<file path="src/rtl/ackerr_pkg.sv">
package ackerr_pkg;

    typedef enum logic [2:0] {
        ST_IDLE,
        ST_ACK_SLOT,
        ST_ACK_DELIM,
        ST_ERR_FLAG,
        ST_ERR_DELIM,
        ST_INTERFRAME
    } seq_state_e;

    typedef enum logic {
        CAUSE_REQ,
        CAUSE_NOACK
    } err_cause_e;

    typedef struct packed {
        logic done;
        logic retx;
        logic ack_ok;
    } seq_report_t;

    localparam logic BUS_DOM = 1'b0;
    localparam logic BUS_REC = 1'b1;

    function automatic logic flag_level(input logic passive);
        return passive ? BUS_REC : BUS_DOM;
    endfunction

    function automatic logic is_counted(input seq_state_e st);
        return (st == ST_ERR_FLAG) || (st == ST_ERR_DELIM) || (st == ST_INTERFRAME);
    endfunction

endpackage

</file>
<file path="src/rtl/ackerr_bitcount.sv">
module ackerr_bitcount #(
    parameter int CW = 4
) (
    input  logic          clk,
    input  logic          rst,
    input  logic          restart,
    input  logic          step,
    input  logic [CW-1:0] limit,
    output logic          last
);
    logic [CW-1:0] cnt;

    always_ff @(posedge clk) begin
        if (rst || restart) begin
            cnt <= '0;
        end else if (step) begin
            cnt <= cnt + 1'b1;
        end
    end

    assign last = (cnt == limit - 1'b1);

    AST_CNT_BOUND: assert property (@(posedge clk) disable iff (rst)
        (cnt < limit));

endmodule

</file>
<file path="src/rtl/ackerr_linedrv.sv">
module ackerr_linedrv
    import ackerr_pkg::*;
(
    input  seq_state_e state,
    input  logic       flag_passive,
    output logic       tx_bit
);
    always_comb begin
        if (state == ST_ERR_FLAG) begin
            tx_bit = flag_level(flag_passive);
        end else begin
            tx_bit = BUS_REC;
        end
    end
endmodule

</file>
<file path="src/rtl/ackerr_seq.sv">
module ackerr_seq
    import ackerr_pkg::*;
#(
    parameter int FLAG_BITS  = 6,
    parameter int DELIM_BITS = 8,
    parameter int IFS_BITS   = 3
) (
    input  logic clk,
    input  logic rst,
    input  logic bit_tick,
    input  logic ack_start,
    input  logic err_req,
    input  logic err_passive,
    input  logic bus_rx,
    output logic tx_bit,
    output logic busy,
    output logic done,
    output logic retx_req,
    output logic ack_ok
);
    localparam int MAX_A   = (FLAG_BITS > DELIM_BITS) ? FLAG_BITS : DELIM_BITS;
    localparam int MAX_SEG = (MAX_A > IFS_BITS) ? MAX_A : IFS_BITS;
    localparam int CW      = $clog2(MAX_SEG + 1);

    seq_state_e  state, state_nxt;
    err_cause_e  cause;
    logic        flag_passive;
    logic        ack_seen;
    seq_report_t report;
    logic [CW-1:0] seg_limit;
    logic        seg_last;
    logic        cnt_restart;
    logic        cnt_step;
    logic        start_err;

    always_comb begin
        case (state)
            ST_ERR_FLAG:   seg_limit = CW'(FLAG_BITS);
            ST_ERR_DELIM:  seg_limit = CW'(DELIM_BITS);
            ST_INTERFRAME: seg_limit = CW'(IFS_BITS);
            default:       seg_limit = CW'(1);
        endcase
    end

    always_comb begin
        state_nxt = state;
        if (bit_tick) begin
            case (state)
                ST_IDLE: begin
                    if (err_req)        state_nxt = ST_ERR_FLAG;
                    else if (ack_start) state_nxt = ST_ACK_SLOT;
                end
                ST_ACK_SLOT: begin
                    state_nxt = err_req ? ST_ERR_FLAG : ST_ACK_DELIM;
                end
                ST_ACK_DELIM: begin
                    if (err_req || !ack_seen) state_nxt = ST_ERR_FLAG;
                    else                      state_nxt = ST_IDLE;
                end
                ST_ERR_FLAG:   if (seg_last) state_nxt = ST_ERR_DELIM;
                ST_ERR_DELIM:  if (seg_last) state_nxt = ST_INTERFRAME;
                ST_INTERFRAME: if (seg_last) state_nxt = ST_IDLE;
                default:       state_nxt = ST_IDLE;
            endcase
        end
    end

    assign start_err   = (state_nxt == ST_ERR_FLAG) && !is_counted(state);
    assign cnt_restart = bit_tick && (state_nxt != state);
    assign cnt_step    = bit_tick && is_counted(state);

    ackerr_bitcount #(.CW(CW)) u_count (
        .clk     (clk),
        .rst     (rst),
        .restart (cnt_restart),
        .step    (cnt_step),
        .limit   (seg_limit),
        .last    (seg_last)
    );

    always_ff @(posedge clk) begin
        if (rst) begin
            state        <= ST_IDLE;
            cause        <= CAUSE_REQ;
            flag_passive <= 1'b0;
            ack_seen     <= 1'b0;
            report       <= '0;
        end else begin
            state  <= state_nxt;
            report <= '0;
            if (bit_tick && state == ST_ACK_SLOT) begin
                ack_seen <= (bus_rx == BUS_DOM);
            end
            if (start_err) begin
                flag_passive <= err_passive;
                cause <= (state == ST_ACK_DELIM && !err_req) ? CAUSE_NOACK : CAUSE_REQ;
            end
            if (bit_tick && state == ST_ACK_DELIM && state_nxt == ST_IDLE) begin
                report.done   <= 1'b1;
                report.ack_ok <= 1'b1;
            end
            if (bit_tick && state == ST_INTERFRAME && state_nxt == ST_IDLE) begin
                report.done <= 1'b1;
                report.retx <= (cause == CAUSE_NOACK);
            end
        end
    end

    ackerr_linedrv u_drv (
        .state        (state),
        .flag_passive (flag_passive),
        .tx_bit       (tx_bit)
    );

    assign busy     = (state != ST_IDLE);
    assign done     = report.done;
    assign retx_req = report.retx;
    assign ack_ok   = report.ack_ok;

    AST_IDLE_RECESSIVE: assert property (@(posedge clk) disable iff (rst)
        !busy |-> tx_bit);
    AST_HOLD_WITHOUT_TICK: assert property (@(posedge clk) disable iff (rst)
        !bit_tick |=> $stable(state));
    AST_ACTIVE_FLAG_DOM: assert property (@(posedge clk) disable iff (rst)
        (state == ST_ERR_FLAG && !flag_passive) |-> !tx_bit);
    AST_PASSIVE_FLAG_REC: assert property (@(posedge clk) disable iff (rst)
        (state == ST_ERR_FLAG && flag_passive) |-> tx_bit);
    AST_FLAG_LATCHED: assert property (@(posedge clk) disable iff (rst)
        (state == ST_ERR_FLAG && $past(state) == ST_ERR_FLAG) |-> $stable(flag_passive));
    AST_DONE_PULSE: assert property (@(posedge clk) disable iff (rst)
        done |=> !done);
    AST_RETX_NEEDS_DONE: assert property (@(posedge clk) disable iff (rst)
        retx_req |-> done);
    AST_ACKOK_EXCLUSIVE: assert property (@(posedge clk) disable iff (rst)
        ack_ok |-> (done && !retx_req));

endmodule

</file>
<file path="config.mk">
export PLATFORM = sky130hd
export DESIGN_NAME = ackerr_seq
export DESIGN_NICKNAME = d
export VERILOG_FILES = /design/src/rtl/ackerr_pkg.sv /design/src/rtl/ackerr_bitcount.sv /design/src/rtl/ackerr_linedrv.sv /design/src/rtl/ackerr_seq.sv
export SDC_FILE = /design/constraint.sdc
export NUM_CORES = 1
export LEC_CHECK = 0
export CAP_MARGIN = 5
export CORE_MARGIN = 2
export CORE_UTILIZATION = 48
export DETAILED_ROUTE_END_ITERATION = 16
export GPL_TIMING_DRIVEN = 0
export PLACE_DENSITY = 0.8
export SKIP_CTS_REPAIR_TIMING = 1
export SLEW_MARGIN = 30
export SYNTH_ARGS = -nofsm -noshare
export SYNTH_HDL_FRONTEND = slang
export SYNTH_SLANG_ARGS = --single-unit
</file>
<file path="constraint.sdc">
create_clock -name clk -period 4.6 [get_ports clk]
set_input_delay 0.69 -clock clk [delete_from_list [all_inputs] [get_ports clk]]
set_output_delay 0.69 -clock clk [all_outputs]
set_load 0.01 [all_outputs]
</file>
==> impl_metrics.py, run 1 <==
metrics = {
    "run_status": {
        "outcome": "finished clean",
    },
    "global_routing": {
        "grt_pass1_wl_mm": 3.58,
        "grt_pass1_vias": 789,
        "grt.total_usage": 0.224,
        "grt_antenna_before_repair": 0,
        "grt_overflow": 0,
        "grt_max_degree": 11,
    },
    "logic_synthesis": {
        "synth-seq-area-share": 0.291,
        "syn_nets": 123,
        "synth_edf_count": 0,
        "synth_commonest_cells": "14 x nor2_1, 13 x dfxtp_1, 11 x nand2_1, 8 x a21oi_1, 7 x nor2b_1",
        "ys_ff_latch": 13,
        "synth_top_flop_cell": "dfxtp_1",
        "synth.distinct_cells": 44,
        "async_flop_share": 0,
        "post-synth-top-area-cell": "dfxtp_1",
        "synth.most_common_cell": "nor2_1",
        "synth_cells": 115,
        "synth_area_leaders": "dfxtp_1 29%, nor2_1 5.9%, nor2b_1 4.9%",
        "syn-cell-area_um2": 896,
        "avgSynthCellArea_um2": 7.79,
        "synth_top_area_share": 0.291,
        "ys_warn_count": 0,
    },
    "placement": {
        "gp_congestion": 0.927,
        "port_buffers": 9,
        "place_ws_ns": 1.92,
        "dp_hpwl_mm": 1.61,
    },
    "setup_path": {
        "critPathArrivalTime_ns": 1.85,
        "crit_family": "buffers and inverters",
        "cp_cell_sequence": "buf_2 -> clkbuf_1 -> or3_1 -> clkdlybuf4s50_1",
        "critical_path_class": "reg2out",
        "critPathRequiredTime_ns": 3.91,
        "ff2ff_setup_slack_ns": 2.42,
        "end_kind": "output port",
        "start_kind": "register",
        "path_buf_inv": 3,
        "crit_slowest_cell": "clkdlybuf4s50_1",
        "worstPathMaxFanout": 10,
        "slowest_delay_ns": 0.48,
    },
    "die": {
        "die_area_um2": 2230,
        "die_y_um": 47.2,
        "rows": 15,
        "start_util": 0.513,
        "die_w_um": 47.2,
        "coreArea_um2": 1750,
        "ios": 12,
    },
    "clocking": {
        "clockRootBuffer": "clkbuf_4",
        "cts_max_level": 1,
        "clkTransAtPathRegs_ns": 0.08,
        "cts.sinks": 13,
        "cts_tree": "yes",
        "cts_buffers": 3,
        "clk_latency_ns": 0.27,
        "clock_path_buffers": 2,
    },
    "finish": {
        "multi_input_area_um2": 583,
        "regArea_um2": 260,
        "final_nets": 137,
        "diodes": 0,
        "synthToLayoutAreaGrowth_pct": 16.5,
        "layout-drive-gt1-share": 0.0859,
        "n_fill_cell": 162,
    },
    "sta": {
        "rsz0062_at_grt": "no",
        "finalHoldViolations": 0,
        "relSlewSlack": 0.700,
        "min_period_ns": 2.54,
        "fin_ws_ns": 2.06,
        "tns_ns": 0,
        "worstMarginPinSlew_ns": 0.450,
        "setup_viol": 0,
        "holdWs_ns": 0.457,
        "fin_crit_sh": 0.552,
        "timing.fmax_mhz": 394,
        "fin_skew_ns": 0.000544,
        "slew_viol_final": 0,
    },
    "power_and_ir_drop": {
        "peakVddDrop_uv": 241,
        "finalPower_uw": 258,
        "total_leakage_power_nw": 0.384,
        "power_density_nw_per_um2": 247,
    },
    "route": {
        "wl_met1_um": 980,
        "viasPerCell": 6.13,
        "ant_nets": 0,
        "drcViolationCount": 0,
        "wire_per_inst_um": 14.3,
        "highest_layer": "met4",
        "drtIter0Drc": 41,
        "wl_met2_um": 972,
        "wl_met3_um": 179,
        "first_pass_iters": 4,
        "wirelength_mm": 2.19,
        "vias": 938,
    },
    "flow_run": {
        "cap_violations": 0,
    },
    "min_path": {
        "min_path_type": "reg2reg",
    },
}
==> layout make-up <==
type | instances | share of cell area
inverter | 3 | 0.0108
buffer | 8 | 0.0396
timing repair buffer | 9 | 0.0863
tap | 25 | 0.0300
sequential | 13 | 0.249
clock buffer | 4 | 0.0252
multi-input combinational | 91 | 0.559
==> cells by family (layout without fill, tap and decap cells) <==
kind of cell               Yosys count  after routing  share of synthesized area
and+or+nand+nor                     53             53                      0.323
muxes                                2              2                     0.0223
AOI/OAI and AO/OA                   34             34                      0.282
buffers and inverters               11             24                     0.0586
xor gates and xnor gates             1              1                    0.00978
adders and majority gates            1              1                     0.0140
DFF                                 13             13                      0.291
==> worst min-delay path, stage by stage (launching register included) <==
cell and delay [ns]:
dfxtp_1 0.32, nand3_1 0.06, nor2_1 0.04
==> flip-flops by register name (all words and copies together) (netlist names) <==
| signal | flops |
|---|---|
| flag_passive | 1 |
| cause | 1 |
| u_count.cnt | 4 |
| retx_req | 1 |
| ack_seen | 1 |
| ack_ok | 1 |
| state | 3 |
| done | 1 |
==> path summary, 6_finish.rpt <==
check / startpoint / endpoint / cells after the start
min: cause / retx_req / 2
max: state[0] / busy / 4
max reg2reg: state[2] / ack_ok / 7
min reg2reg: cause / retx_req / 2
==> metal layers <==
metal | global-route usage | up-vias
met5 | 0 | -
met4 | 0.0889 | 0
met3 | 0.0500 | 9
met2 | 0.323 | 52
met1 | 0.321 | 426
li1 | - | 451
==> layout by cell type (no fill, tap or decap), types with 3 or more instances in the layout <==
cell	n
a21oi_1	8
a22o_1	3
a311oi_1	3
buf_2	3
clkbuf_1	5
clkbuf_4	3
clkdlybuf4s50_1	9
dfxtp_1	13
nand2_1	11
nand3_1	3
nor2_1	14
nor2b_1	7
nor3_1	4
o21ai_1	3
==> power breakdown <==
part / total [mW] / switching, mW / internal [mW]
clock network: 0.0696 / 0.0360 / 0.0336
registers: 0.119 / 0.00252 / 0.116
logic: 0.0693 / 0.0397 / 0.0295
==> per-stage QoR <==
stage	cell area, um^2	cells	utilization
after floorplan	896	115	-
after global placement	1020	149	0.583
after detailed placement	1020	149	0.583
after CTS	1040	153	0.598
after global routing	1040	153	0.598
final	1040	153	0.598
(Power assumes the default switching activity.)
==> run 2: changes to the inputs <==
==> constraint.sdc (replaced) <==
create_clock -name clk -period 2.6 [get_ports clk]
set_input_delay 0.39 -clock clk [delete_from_list [all_inputs] [get_ports clk]]
set_output_delay 0.39 -clock clk [all_outputs]
set_load 0.01 [all_outputs]
==> results of run 2 <==
The final DEF is identical to that of run 1. Status: finished clean.
Main changes from that run: setup slack after placement 1.92 ns -> 0.225 ns; setup slack after layout 2.06 ns -> 0.361 ns; register-to-register setup slack 2.42 ns -> 0.42 ns; total power 0.258 mW -> 0.456 mW; worst IR drop on VDD 241 uV -> 427 uV
